<file path="config.mk">
export PLATFORM = sky130hd
export DESIGN_NAME = mii_mgmt_regfile
export DESIGN_NICKNAME = d
export VERILOG_FILES = /design/src/rtl/mii_mgmt_pkg.sv /design/src/rtl/mii_mgmt_bank.sv /design/src/rtl/mii_phy_model.sv /design/src/rtl/mii_mgmt_regfile.sv
export SDC_FILE = /design/constraint.sdc
export NUM_CORES = 1
export LEC_CHECK = 0
export BUFFER_PORTS_ARGS = -buffer_cell sky130_fd_sc_hd__buf_2
export CAP_MARGIN = 5
export CORE_MARGIN = 8
export CORE_UTILIZATION = 56
export DETAILED_ROUTE_END_ITERATION = 10
export GPL_ROUTABILITY_DRIVEN = 1
export PLACE_DENSITY_LB_ADDON = 0.15
export SYNTH_ARGS = -nofsm -noshare
export SYNTH_HDL_FRONTEND = slang
export SYNTH_SLANG_ARGS = --single-unit
</file>
<file path="constraint.sdc">
create_clock -name clk -period 1.51 [get_ports clk]
set_input_delay 0.151 -clock clk [delete_from_list [all_inputs] [get_ports clk]]
set_output_delay 0.151 -clock clk [all_outputs]
set_load 0.01 [all_outputs]
</file>
<file path="src/rtl/mii_mgmt_pkg.sv">
package mii_mgmt_pkg;

   // host register access policies
   localparam logic [2:0] ACC_RW   = 3'd0;
   localparam logic [2:0] ACC_WO   = 3'd1;
   localparam logic [2:0] ACC_W1C  = 3'd2;
   localparam logic [2:0] ACC_RO   = 3'd3;
   localparam logic [2:0] ACC_RW16 = 3'd4;  // low half stored only
   localparam logic [2:0] ACC_EXT  = 3'd5;  // value held outside the bank

   // modelled PHY register indices and bit positions
   localparam logic [4:0] PHY_BCTL  = 5'd0;
   localparam logic [4:0] PHY_BSTAT = 5'd1;
   localparam logic [4:0] PHY_GSTAT = 5'd10;
   localparam int BCTL_RESET_BIT  = 15;
   localparam int BCTL_DUPLEX_BIT = 8;
   localparam int BSTAT_LINK_BIT  = 2;
   localparam int GSTAT_LOCAL_OK  = 13;
   localparam int GSTAT_REMOTE_OK = 12;

endpackage

</file>
<file path="src/rtl/mii_mgmt_bank.sv">
module mii_mgmt_bank
   import mii_mgmt_pkg::*;
#(
   parameter int DW = 32,
   parameter int NREG = 8,
   parameter int IW = $clog2(NREG),
   parameter logic [3*NREG-1:0] ACC_MAP = '0,
   parameter int CMD_IDX = 0,
   parameter int ADDR_IDX = 1
) (
   input  logic          clk,
   input  logic          rst,
   input  logic          wr_en,
   input  logic [IW-1:0] wr_idx,
   input  logic [DW-1:0] wr_data,
   input  logic [DW-1:0] flag_set,
   input  logic [IW-1:0] rd_idx,
   output logic [DW-1:0] rd_val,
   output logic [DW-1:0] cmd_val,
   output logic [DW-1:0] addr_val
);

   localparam int HALF = 16;

   logic [DW-1:0] q    [NREG];
   logic [DW-1:0] view [NREG];

   for (genvar i = 0; i < NREG; i++) begin : g_reg
      localparam logic [2:0] ACC = ACC_MAP[3*i +: 3];
      logic hit;
      assign hit = wr_en && (wr_idx == IW'(i));

      if (ACC == ACC_RW || ACC == ACC_WO) begin : g_full
         always_ff @(posedge clk) begin
            if (rst)      q[i] <= '0;
            else if (hit) q[i] <= wr_data;
         end
      end else if (ACC == ACC_RW16) begin : g_half
         always_ff @(posedge clk) begin
            if (rst)      q[i] <= '0;
            else if (hit) q[i] <= {{(DW-HALF){1'b0}}, wr_data[HALF-1:0]};
         end
      end else if (ACC == ACC_W1C) begin : g_w1c
         logic [DW-1:0] clr;
         assign clr = hit ? wr_data : '0;
         always_ff @(posedge clk) begin
            if (rst) q[i] <= '0;
            else     q[i] <= (q[i] & ~clr) | flag_set;
         end
      end else begin : g_none
         assign q[i] = '0;
      end

      if (ACC == ACC_WO || ACC == ACC_EXT) begin : g_hide
         assign view[i] = '0;
      end else begin : g_show
         assign view[i] = q[i];
      end
   end

   assign rd_val   = view[rd_idx];
   assign cmd_val  = q[CMD_IDX];
   assign addr_val = q[ADDR_IDX];

endmodule

</file>
<file path="src/rtl/mii_phy_model.sv">
module mii_phy_model
   import mii_mgmt_pkg::*;
#(
   parameter int RW = 5,
   parameter int PW = 16
) (
   input  logic          clk,
   input  logic          rst,
   input  logic          link_up,
   input  logic          wr_fire,
   input  logic [RW-1:0] wr_reg,
   input  logic [PW-1:0] wr_val,
   input  logic [RW-1:0] rd_reg,
   output logic [PW-1:0] rd_val,
   output logic [PW-1:0] ctrl_copy,
   output logic [PW-1:0] stat_copy
);

   localparam logic [PW-1:0] STRIP =
      PW'((1 << BCTL_RESET_BIT) | (1 << BCTL_DUPLEX_BIT));
   localparam logic [PW-1:0] GSTAT_VAL =
      PW'((1 << GSTAT_LOCAL_OK) | (1 << GSTAT_REMOTE_OK));

   logic link_q;

   always_ff @(posedge clk) begin
      if (rst) begin
         ctrl_copy <= '0;
         link_q    <= 1'b0;
      end else begin
         link_q <= link_up;
         if (wr_fire && wr_reg == RW'(PHY_BCTL))
            ctrl_copy <= wr_val & ~STRIP;
      end
   end

   always_comb begin
      stat_copy = '0;
      stat_copy[BSTAT_LINK_BIT] = link_q;
   end

   always_comb begin
      case (rd_reg)
         RW'(PHY_BCTL):  rd_val = ctrl_copy;
         RW'(PHY_BSTAT): rd_val = stat_copy;
         RW'(PHY_GSTAT): rd_val = GSTAT_VAL;
         default:        rd_val = '0;
      endcase
   end

endmodule

</file>
<file path="src/rtl/mii_mgmt_regfile.sv">
module mii_mgmt_regfile
   import mii_mgmt_pkg::*;
#(
   parameter int DW = 32,
   parameter int NREG = 8,
   parameter int IW = $clog2(NREG),
   parameter logic [3*NREG-1:0] ACC_MAP =
      {ACC_RO, ACC_WO, ACC_W1C, ACC_RW, ACC_EXT, ACC_RW16, ACC_RW, ACC_RW},
   parameter int CMD_IDX = 0,
   parameter int ADDR_IDX = 1,
   parameter int CTRL_IDX = 2,
   parameter int STAT_IDX = 3,
   parameter int READ_BIT = 0
) (
   input  logic          clk,
   input  logic          rst,
   input  logic          wr_en,
   input  logic [IW-1:0] wr_idx,
   input  logic [DW-1:0] wr_data,
   input  logic [IW-1:0] rd_idx,
   output logic [DW-1:0] rd_data,
   input  logic          link_up,
   input  logic [DW-1:0] flag_set
);

   localparam int PW = 16;
   localparam int RAW = 5;

   if (DW < PW) begin : g_bad_width
      $error("data width must hold a 16-bit PHY word");
   end
   if (CMD_IDX >= NREG || ADDR_IDX >= NREG || CTRL_IDX >= NREG || STAT_IDX >= NREG) begin : g_bad_idx
      $error("special register index out of range");
   end
   if (ACC_MAP[3*CTRL_IDX +: 3] != ACC_RW16 || ACC_MAP[3*STAT_IDX +: 3] != ACC_EXT) begin : g_bad_map
      $error("access map must mark data and result registers");
   end
   if (READ_BIT >= DW) begin : g_bad_bit
      $error("read request bit outside data width");
   end

   logic [DW-1:0]  bank_rd, cmd_q, addr_q;
   logic [PW-1:0]  phy_rd, phy_ctrl, phy_stat, stat_q;
   logic           read_fire, ctrl_fire;
   logic [RAW-1:0] phy_reg;

   mii_mgmt_bank #(
      .DW(DW), .NREG(NREG), .IW(IW), .ACC_MAP(ACC_MAP),
      .CMD_IDX(CMD_IDX), .ADDR_IDX(ADDR_IDX)
   ) u_bank (
      .clk(clk), .rst(rst), .wr_en(wr_en), .wr_idx(wr_idx),
      .wr_data(wr_data), .flag_set(flag_set), .rd_idx(rd_idx),
      .rd_val(bank_rd), .cmd_val(cmd_q), .addr_val(addr_q)
   );

   assign phy_reg   = addr_q[RAW-1:0];
   assign read_fire = wr_en && (wr_idx == IW'(CMD_IDX))
                      && !cmd_q[READ_BIT] && wr_data[READ_BIT];
   assign ctrl_fire = wr_en && (wr_idx == IW'(CTRL_IDX));

   mii_phy_model #(.RW(RAW), .PW(PW)) u_phy (
      .clk(clk), .rst(rst), .link_up(link_up),
      .wr_fire(ctrl_fire), .wr_reg(phy_reg), .wr_val(wr_data[PW-1:0]),
      .rd_reg(phy_reg), .rd_val(phy_rd),
      .ctrl_copy(phy_ctrl), .stat_copy(phy_stat)
   );

   always_ff @(posedge clk) begin
      if (rst)            stat_q <= '0;
      else if (read_fire) stat_q <= phy_rd;
   end

   assign rd_data = (rd_idx == IW'(STAT_IDX)) ? {{(DW-PW){1'b0}}, stat_q} : bank_rd;

endmodule

</file>
==> impl_metrics.csv <==
group,metric,value,unit
timing,fin_crit_sh,111,%
floorplan,die_w,132,um
clock_network,clk_latency,0.44,ns
routing,wirelength,22000,um
timing,slew_violations,0,
synth,yosys-top-cells-area,"dfxtp_1, nand2_1, a21oi_1",
power_and_ir_drop,pwr_density_cell,1010,nW/um^2
routing,drc_errors,0,
clock_network,clock_sinks,173,
timing,timing.final.ws_setup,-0.174,ns
power_and_ir_drop,leakagePower,3.96,nW
grt,overflow,0,
timing,fmaxAchievable,0.594,GHz
finish,final_layout_size_suffix_gt1_share,23.1,%
timing,hold_ws,0.0134,ns
run_status,violations,"setup timing",
setup_path,crit_path_end_kind,"primary output",
synth,synth_flop_cell,"dfxtp_1",
setup_path,cp-start-kind,"register",
finish,final_common_cell,"nand2_1",
timing,min_period,1.68,ns
timing,worst_pin_slew,0.437,ns
synth,ys_seq_elements,173,
setup_path,crit_type,"register to primary output",
routing,drtPass1Iterations,5,
synth,syn_inst,917,
run_status,status,"finished, violations left",
grt,track_usage,24.8,%
floorplan,floorplan.initialDensity,57.4,%
finish,syn2layout_area_growth,29.8,%
clock_network,tritoncts,"built",
floorplan,die-area,17500,sq um
grt,antenna_found_initial,0,
routing,vias,7018,
floorplan,io_pins,106,
synth,syn_avg_cell_area,8.28,sq um
routing,vias_per_cell,5.53,
synth,yosys.area.top_type,"dfxtp_1",
timing,hold_viol,0,
power_and_ir_drop,peakVddDrop,0.761,mV
timing,grt_setup_unrepaired,"true",
min_path,worstHoldPathType,"primary input to register",
routing,drt-wirelength-per-cell,17.4,um
placed_design,portBuffers,105,
synth,syn-cell-area,7600,sq um
routing,dr.first_iter.drc_count,611,
floorplan,coreArea,13200,sq um
timing,relSlewSlack,70.9,%
setup_path,required,1.36,ns
grt,grt_pass1_wl,35400,um
finish,final_cell_mix,"nand2_1, dfxtp_1, a21oi_1",
finish,final_area,9860,sq um
synth,ys_warn_count,0,
setup_path,path_max_fanout,2,
placed_design,placed_cell_area,8530,sq um
synth,async_flop_share,0,%
grt,grt_max_degree,36,
clock_network,clkTransAtPathRegs,0.06,ns
placed_design,dp_hpwl,13700,um
run,cap_violations,0,
timing,clock_skew,0.00939,ns
routing,ant_nets,0,
synth,synth.distinct_cells,35,
clock_network,numCtsBuffers,17,
clock_network,root_buffer,"clkbuf_16",
clock_network,htree_levels,4,
synth,synth_top_area_share,45.6,%
grt,grt_pass1_vias,7035,
finish,n_antenna_cell,0,
timing,setup_viol,21,
clock_network,clock_path_buffers,2,
setup_path,crit_arrival,1.53,ns
floorplan,dieHeight,132,um
power_and_ir_drop,power,9.96,mW
placed_design,place_congestion,0.850,
synth,synthesis.nets,991,
placed_design,placed_cells,1172,
synth,ys_seq_area_share,45.6,%
synth,synth_edf_count,0,
floorplan,fp-row-count,42,
finish,nets,1154,
finish,fin_cells,1268,
## per-layer routing
metal / up-vias / GRT usage [%] / part of all wire (%)
li1: 3395 / - / -
met1: 3327 / 30.6 / 43
met2: 266 / 41.8 / 49
met3: 30 / 6.21 / 7.2
met4: 0 / 7.38 / 1.8
met5: - / 0 / 0
## worst max-delay path: stages (launching register included)
cell,delay (ns)
dfxtp_2,0.32
mux4_2,0.48
nor2b_4,0.16
buf_6,0.13
## cell families after synthesis
| kind of cell | count (synthesis) | share of synthesized area, % |
|---|---|---|
| flops | 173 | 45.6 |
| mux | 63 | 11.0 |
| buf+inv | 149 | 8.12 |
| compound gates | 225 | 17.0 |
| simple gates | 307 | 18.3 |
## power by group
group | leakage (nW) | internal [mW] | switching [mW] | total, mW
logic | 2.28 | 0.528 | 0.573 | 1.10
registers | 1.42 | 4.70 | 0.0667 | 4.77
clock network | 0.257 | 2.26 | 1.84 | 4.10
## final cells by class
class	instances	area (sq um)
Tap cell	176	220
Sequential cell	173	3500
Inverter	75	282
Fill cell	988	3380
Clock buffer	17	425
Clock inverter	14	123
Timing Repair Buffer	218	1730
Multi-Input combinational cell	595	3580
## registers in the layout, indices dropped and copies added, names as in the netlist
| signal | count |
|---|---|
| u_bank.addr_val | 32 |
| u_bank.q | 80 |
| u_phy.ctrl_copy | 14 |
| u_phy.link_q | 1 |
| stat_q | 14 |
| u_bank.cmd_val | 32 |
## worst paths after layout
kind	slack [ns]	cells after the start	from	end
worst max-delay path	-0.17	3	u_bank.cmd_val[21]$_SDFFE_PP0P_	rd_data[21]
worst min-delay path	0.01	3	wr_data[7]	u_bank.q[103]$_SDFFE_PP0P_
worst max register to register	0.08	5	u_bank.addr_val[1]$_SDFFE_PP0P_	u_phy.ctrl_copy[4]$_SDFFE_PP0P_
worst min register to register	0.45	2	u_bank.cmd_val[1]$_SDFFE_PP0P_	u_bank.cmd_val[1]$_SDFFE_PP0P_
## repair_timing
action	in CTS	in global routing
endpoints found under the hold margin	95	0
hold buffers	56	0
cloned	0	0
buffers inserted	7	3
pin swaps	11	5
endpoints found under the setup margin	30	45
resized for setup	16	31
## synthesized netlist by cell type, drive strengths merged (3+ instances only)
| library cell | number |
|---|---|
| nand2 | 238 |
| a21oi | 147 |
| clkbuf | 57 |
| o21ai | 32 |
| nand2b | 29 |
| dfxtp | 173 |
| buf | 17 |
| mux2i | 46 |
| mux4 | 16 |
| nand3 | 3 |
| inv | 75 |
| and4bb | 3 |
| o221ai | 14 |
| a2bb2oi | 16 |
| nor2b | 20 |
| nand4bb | 3 |
| o32ai | 11 |
## stage by stage
step / setup slack (ns) / setup TNS, ns / util [%]
after floorplan: 0.0548 / 0 / -
after global placement: -0.0352 / -0.101 / 64.4
after detailed placement: -0.0246 / -0.0492 / 64.4
after CTS: -0.165 / -2.49 / 73.3
after global routing: -0.210 / -4.06 / 74.4
final: -0.174 / -2.33 / 74.4
Power figures use the tool's default switching activity.
